<file path="config.mk">
export PLATFORM = sky130hd
export DESIGN_NAME = pwm16_toggle
export DESIGN_NICKNAME = d
export VERILOG_FILES = /design/src/rtl/pwm16_pkg.sv /design/src/rtl/timer_half.sv /design/src/rtl/duty_buffer.sv /design/src/rtl/toggle_ff.sv /design/src/rtl/pwm16_toggle.sv
export SDC_FILE = /design/constraint.sdc
export NUM_CORES = 1
export LEC_CHECK = 0
export ABC_AREA = 1
export BUFFER_PORTS_ARGS = -buffer_cell sky130_fd_sc_hd__buf_2
export CAP_MARGIN = 40
export CORE_ASPECT_RATIO = 1.2
export CORE_UTILIZATION = 50
export CTS_BUF_LIST = sky130_fd_sc_hd__clkbuf_8
export DETAILED_ROUTE_END_ITERATION = 12
export GPL_TIMING_DRIVEN = 0
export PLACE_DENSITY = 0.68
export SETUP_SLACK_MARGIN = 0.02
export SKIP_CTS_REPAIR_TIMING = 1
export SLEW_MARGIN = 5
export SYNTH_ARGS = -nofsm -noshare
export SYNTH_HDL_FRONTEND = slang
export SYNTH_HIERARCHICAL = 1
export SYNTH_SLANG_ARGS = --single-unit
</file>
<file path="constraint.sdc">
create_clock -name clk_i -period 2.9 [get_ports clk_i]
set_input_delay 0 -clock clk_i [delete_from_list [all_inputs] [get_ports clk_i]]
set_output_delay 0 -clock clk_i [all_outputs]
set_load 0.05 [all_outputs]
</file>
<file path="src/rtl/pwm16_pkg.sv">
package pwm16_pkg;
  typedef enum logic {
    SRC_INT = 1'b0,
    SRC_EXT = 1'b1
  } pwm_src_e;
endpackage

</file>
<file path="src/rtl/timer_half.sv">
module timer_half #(
  parameter int W = 8
) (
  input  logic         clk_i,
  input  logic         rst_ni,
  input  logic         clr_i,
  input  logic         inc_i,
  output logic [W-1:0] cnt_o,
  output logic         carry_o
);
  logic [W-1:0] cnt_q;

  always_ff @(posedge clk_i or negedge rst_ni) begin
    if (!rst_ni)    cnt_q <= '0;
    else if (clr_i) cnt_q <= '0;
    else if (inc_i) cnt_q <= cnt_q + W'(1);
  end

  assign cnt_o   = cnt_q;
  assign carry_o = inc_i && (cnt_q == '1);

  // each half advances by one per enable, wrapping at its width
  assert_half_step_R1: assert property (@(posedge clk_i) disable iff (!rst_ni)
    inc_i && !clr_i |=> cnt_o == $past(cnt_o) + W'(1));
  // no enable, no change
  assert_half_hold_R11: assert property (@(posedge clk_i) disable iff (!rst_ni)
    !inc_i && !clr_i |=> $stable(cnt_o));
  // held at zero while stopped
  assert_half_clear_R6: assert property (@(posedge clk_i) disable iff (!rst_ni)
    clr_i |=> cnt_o == '0);
endmodule

</file>
<file path="src/rtl/duty_buffer.sv">
module duty_buffer #(
  parameter int HALF_W     = 8,
  parameter int NUM_HALVES = 2,
  localparam int CW        = HALF_W * NUM_HALVES
) (
  input  logic                  clk_i,
  input  logic                  rst_ni,
  input  logic [NUM_HALVES-1:0] we_i,
  input  logic [HALF_W-1:0]     data_i,
  input  logic                  load_i,
  output logic [CW-1:0]         act_o
);
  logic [CW-1:0] shadow_q;
  logic [CW-1:0] act_q;

  for (genvar h = 0; h < NUM_HALVES; h++) begin : g_shadow
    always_ff @(posedge clk_i or negedge rst_ni) begin
      if (!rst_ni)     shadow_q[h*HALF_W +: HALF_W] <= '0;
      else if (we_i[h]) shadow_q[h*HALF_W +: HALF_W] <= data_i;
    end
  end

  always_ff @(posedge clk_i or negedge rst_ni) begin
    if (!rst_ni)     act_q <= '0;
    else if (load_i) act_q <= shadow_q;
  end

  assign act_o = act_q;

  // active compare value moves only on a load
  assert_duty_stable_R9: assert property (@(posedge clk_i) disable iff (!rst_ni)
    !load_i |=> $stable(act_o));
endmodule

</file>
<file path="src/rtl/toggle_ff.sv">
module toggle_ff (
  input  logic clk_i,
  input  logic rst_ni,
  input  logic hold_i,
  input  logic init_i,
  input  logic toggle_i,
  output logic ff_o
);
  logic ff_q;

  always_ff @(posedge clk_i or negedge rst_ni) begin
    if (!rst_ni)       ff_q <= 1'b0;
    else if (hold_i)   ff_q <= init_i;
    else if (toggle_i) ff_q <= ~ff_q;
  end

  assign ff_o = ff_q;

  // stopped flip-flop follows the programmed initial level
  assert_ff_init_R6: assert property (@(posedge clk_i) disable iff (!rst_ni)
    hold_i |=> ff_o == $past(init_i));
  // no toggle request, no change
  assert_ff_hold_R11: assert property (@(posedge clk_i) disable iff (!rst_ni)
    !hold_i && !toggle_i |=> $stable(ff_o));
  // a toggle request inverts the level
  assert_ff_flip_R3: assert property (@(posedge clk_i) disable iff (!rst_ni)
    !hold_i && toggle_i |=> ff_o != $past(ff_o));
endmodule

</file>
<file path="src/rtl/pwm16_toggle.sv">
module pwm16_toggle
  import pwm16_pkg::*;
#(
  parameter int HALF_W     = 8,
  parameter int NUM_HALVES = 2
) (
  input  logic                  clk_i,
  input  logic                  rst_ni,
  input  logic                  start_i,
  input  logic                  src_ext_i,
  input  logic                  int_tick_i,
  input  logic                  ext_tick_i,
  input  logic                  init_level_i,
  input  logic [NUM_HALVES-1:0] duty_we_i,
  input  logic [HALF_W-1:0]     duty_byte_i,
  output logic                  pwm_o,
  output logic                  irq_o
);
  localparam int CW = HALF_W * NUM_HALVES;

  pwm_src_e        src;
  logic            tick;
  logic            stopped;
  logic [NUM_HALVES:0] chain;
  logic [CW-1:0]   cnt;
  logic [CW-1:0]   cnt_next;
  logic [CW-1:0]   duty_act;
  logic            wrap;
  logic            match;
  logic            ff;
  logic            irq_q;

  assign src     = pwm_src_e'(src_ext_i);
  assign stopped = !start_i;
  assign tick    = start_i && ((src == SRC_EXT) ? ext_tick_i : int_tick_i);

  // ripple-carry cascade of narrow halves
  assign chain[0] = tick;
  for (genvar g = 0; g < NUM_HALVES; g++) begin : g_half
    timer_half #(.W(HALF_W)) u_half (
      .clk_i   (clk_i),
      .rst_ni  (rst_ni),
      .clr_i   (stopped),
      .inc_i   (chain[g]),
      .cnt_o   (cnt[g*HALF_W +: HALF_W]),
      .carry_o (chain[g+1])
    );
  end

  assign wrap     = chain[NUM_HALVES];
  assign cnt_next = cnt + CW'(1);
  // duty 0 coincides with the wrap, giving a single toggle there
  assign match    = tick && (cnt_next == duty_act);

  duty_buffer #(.HALF_W(HALF_W), .NUM_HALVES(NUM_HALVES)) u_duty (
    .clk_i  (clk_i),
    .rst_ni (rst_ni),
    .we_i   (duty_we_i),
    .data_i (duty_byte_i),
    .load_i (wrap || stopped),
    .act_o  (duty_act)
  );

  toggle_ff u_ff (
    .clk_i    (clk_i),
    .rst_ni   (rst_ni),
    .hold_i   (stopped),
    .init_i   (init_level_i),
    .toggle_i (wrap || match),
    .ff_o     (ff)
  );

  always_ff @(posedge clk_i or negedge rst_ni) begin
    if (!rst_ni) irq_q <= 1'b0;
    else         irq_q <= wrap;
  end

  assign irq_o = irq_q;
  assign pwm_o = ~ff;

  // interrupt is a one-cycle pulse
  assert_irq_pulse_R5: assert property (@(posedge clk_i) disable iff (!rst_ni)
    irq_o |=> !irq_o);
  // interrupt only follows a wrap to zero
  assert_irq_zero_R4: assert property (@(posedge clk_i) disable iff (!rst_ni)
    irq_o |-> cnt == '0);
  // never raised while stopped
  assert_irq_stop_R5: assert property (@(posedge clk_i) disable iff (!rst_ni)
    !start_i |=> !irq_o);
  // stopped pin level is the inverse of the programmed level
  assert_pin_init_R6: assert property (@(posedge clk_i) disable iff (!rst_ni)
    !start_i |=> pwm_o == !$past(init_level_i));
endmodule

</file>
==> results.txt <==
- Clk slew on worst S/H paths: 90 ps
* Most common cell in the netlist: sky130_fd_sc_hd__nand2_1
- The biggest area contributor in the post-synthesis netlist is sky130_fd_sc_hd__dfrtp_1.
* Post-route met1 wirelength: around 2700 µm
* Total of flip-flops plus latches after synthesis: 50
- The checks that failed: negative hold slack.
- Root buffer cell: sky130_fd_sc_hd__clkbuf_8
- Endpoints failing setup: 0
- On the final layout, the worst hold slack is -3.32 ps.
- Post-synth EDFFs: 0
- No sink is reached through more buffers than the 2 on the longest clock path.
- Largest driver fanout on the critical path: 10
- Share of the yosys chip area belonging to registers: 42.2%
- Number of buffers added by the clock tree synthesis step: 5
- Tracing the worst setup path back leads to its startpoint at g_half[0].u_half/cnt_o[0].
* Clock H-tree levels: 2
- The number of global-route vias before repair came to 2,286.
- Number of cells produced by synthesis: 420
- Final routed wirelength across all metal layers: 6090 µm
- The synthesized netlist contains 26 unique library cells.
- Number of top-level design ports: 19
* Avg WL per Cell: 11.4 µm
* Data arrival time of the worst path: between 2000 and 3000 ps
- Antenna violations before repair: 0
- The number of nets in the synthesized netlist is 440.
- Area of the core: 0.00567 mm²
- Total number of vias: 2,559
- Area of the mapped netlist: between 0.002 and 0.003 mm²
* Fraction of post-synthesis cell area in the top cell type by area: 42.2%
- Reg2reg end: u_duty/act_o[8]
* Antenna Cells: 0
* Worst setup path endpoint: u_duty/act_o[8]
- CTS tree: yes
* WP buf/inv: 5
* Async set-reset flop share out of synthesis: 100%
- The clock reaches the later pin of the worst-skew pair after around 300 ps.
* Number of stages on the worst setup path: 14
- Endpoint class of the critical path: flip-flop
* Library cell contributing the largest single delay on the critical path: sky130_fd_sc_hd__dfrtp_1
- Yosys synthesis warning count: 6
* Met3 WL post-DR: 134 µm
* Final critical delay including setup and external delays: 2530 ps
* Pwr Total: 1.48 mW
- After detailed routing, the number of vias per cell comes to 4.77.
- Gr usage total: a little over a fifth
- Cell row count: 30
* Max Cap Viol: 0
- The startpoint identified for the worst register-to-register timing path is g_half[0].u_half/cnt_o[0].
* Final clock skew: 2.58 ps
- IR Drop Worst-Case VDD: 0.260 mV
* Total grt overflow: 0
* Count of nets after finishing: around 480
* Post-Route Setup TNS: 0 ps
- Standard cell area after detailed placement: 0.00316 mm²
* Kind of cell adding the most delay to the critical path: simple AND/OR/NAND/NOR gates
- The finished layout holds 536 standard cells, fillers aside.
- Total instance count after detailed placement: 517
* Drt pass-1 iters: 4
- Cell repeated most along the worst path: sky130_fd_sc_hd__nand2_1
- For this design the static power due to leakage is 1.78 nW.
- Clock tree synthesis found a total of 50 sinks.
* Growth of design area from synthesis to finish: 14.5%
- Initial standard-cell utilization of the core: 52.3%
* Worst hold path startpoint: duty_we_i[1]
- Worst Max-Slew Pin Slew: 438 ps
- In this design, the stage delay of the slowest critical-path cell is 490 ps.
- CP Data Required Time: 3100 ps
* Period utilization: 87.2%
* Maximum number of pins on one net before global-route repair: 34
- Walking the worst path, the cells encountered are ha_1 -> nand2_1 -> nor4_4 -> nand2_1 -> inv_1 -> nand2_1 -> nor4_2 -> inv_1 -> nand2_1 -> buf_6 -> inv_6 -> buf_12 -> nand2_1 -> nand2_1.
* Highest layer used for signal routing: met4
- Horizontal die dimension: 72.3 µm
* FMAX: 0.395 GHz
* Critical Setup Path Class: flip-flop to flip-flop
- Pins over their slew limit: 0
- The worst hold path belongs to the class primary input to flip-flop.
- Measured against its own limit, the worst slew margin works out to between 70% and 80%.
- Sorting the synthesized cells by area gives the leading types as sky130_fd_sc_hd__dfrtp_1, sky130_fd_sc_hd__nand2_1, sky130_fd_sc_hd__inv_1.
- Die height: between 80 and 90 µm
* Slack of the worst reg-to-reg path: 370 ps
- Power spread over the standard cell area amounts to 436 mW/mm².
- Result of the run: complete, but fails checks
* Top_reg_cell synth: sky130_fd_sc_hd__dfrtp_1
- The die covers ~0.0062 mm².
- Number of hold violations in the final report: 1
- Cell types with the highest counts after synthesis: sky130_fd_sc_hd__nand2_1, sky130_fd_sc_hd__inv_1, sky130_fd_sc_hd__dfrtp_1
- The worst setup path is launched from a flip-flop.
- Layout Utilization: 59.8%
* Pre-CTS setup slack: roughly 250 ps
- Iteration-0 DRC Markers: around 140
- Detailed placement ended at an HPWL of between 4000 and 5000 µm.
* Share of final-layout standard cells stronger than drive strength 1: 12.5%
- The first global-routing pass estimated between 10,000 and 15,000 µm of wire.
* RSZ-0062 raised after global routing: false
* Total non-filler cell area in the finished layout: about 0.0034 mm²
- Port-buffer cells: 16
- Setup WS post-layout: 370 ps
- Measured in cells, the most critical reg-to-reg path has a length of 14.
- Routability-driven placement finished with a final weighted congestion of 0.779.
* Syn_area_per_cell: just over 7 µm²
- Count of nets left with antenna violations after detail routing: 0
- Met2 wirelength from detailed routing: between 3000 and 4000 µm
- After detailed routing, the number of remaining DRC violations is 0.
[registers in the layout (all words and copies together) (netlist names)]
signal and cells:
u_duty/shadow_q 16, u_ff/ff_o 1, g_half.u_half/cnt_o 16, u_duty/act_o 16
irq_o 1
[cell usage in the layout, fill, tap and decap left out, drive strengths merged, types with 5 or more instances in the layout]
cell type and count:
dlygate4sd3 11, inv 59, nand3 36, clkbuf 5
buf 22, nand4 6, nor2 40, dfrtp 50
xor2 7, nand2 187, a21oi 11, o21ai 7
[power by group]
group | internal (mW) | switching [mW]
Sequential | 0.745 | 0.0363
Combinational | 0.0864 | 0.122
Clock | 0.254 | 0.234
[worst register-to-register path, stage by stage, from the launching register on]
cell,delay [ps]
sky130_fd_sc_hd__dfrtp_1,490
sky130_fd_sc_hd__ha_1,210
sky130_fd_sc_hd__nand2_1,150
sky130_fd_sc_hd__nor4_4,450
sky130_fd_sc_hd__nand2_1,90
sky130_fd_sc_hd__inv_1,80
sky130_fd_sc_hd__nand2_1,60
sky130_fd_sc_hd__nor4_2,220
sky130_fd_sc_hd__inv_1,140
sky130_fd_sc_hd__nand2_1,100
sky130_fd_sc_hd__buf_6,140
sky130_fd_sc_hd__inv_6,60
sky130_fd_sc_hd__buf_12,140
sky130_fd_sc_hd__nand2_1,50
sky130_fd_sc_hd__nand2_1,40
[layout make-up]
cell class / instances / area, µm²
clock inverter: 3 / 41.3
buffer: 5 / 52.6
fill: 549 / 2280
multi-input combinational: 307 / 1440
timing repair buffer: 28 / 210
tap: 80 / 100
clock buffer: 5 / 68.8
sequential: 50 / 1250
inverter: 58 / 228
[per-layer routing]
| metal | vias up | global-route usage (%) |
|---|---|---|
| li1 | 1365 | - |
| met1 | 1152 | 25.3 |
| met2 | 32 | 37.6 |
| met3 | 10 | 3.26 |
| met4 | 0 | 6.60 |
| met5 | - | 0 |
[worst min path at each step]
stage / endpoint / slack [ps] / cells past startpoint
global route: u_duty/shadow_q[11] / 10 / 3
global placement: u_duty/shadow_q[8] / 230 / 3
CTS: g_half[0].u_half/cnt_o[2] / -360 / 1
detailed placement: g_half[0].u_half/cnt_o[2] / -30 / 1
floorplan: g_half[0].u_half/cnt_o[0] / -300 / 0
finish: u_duty/shadow_q[8] / -3 / 3
[logic make-up (layout without fill, tap and decap cells)]
kind of cell | Yosys count | in the layout | synth area share (%)
simple gates | 275 | 275 | 40.8
compound gates | 18 | 18 | 3.04
buf+inv | 63 | 99 | 9.46
xor+xnor | 11 | 11 | 3.25
flops | 50 | 50 | 42.2
fa+ha+maj | 3 | 3 | 1.27
No activity file was read; power rests on OpenSTA's default activity.
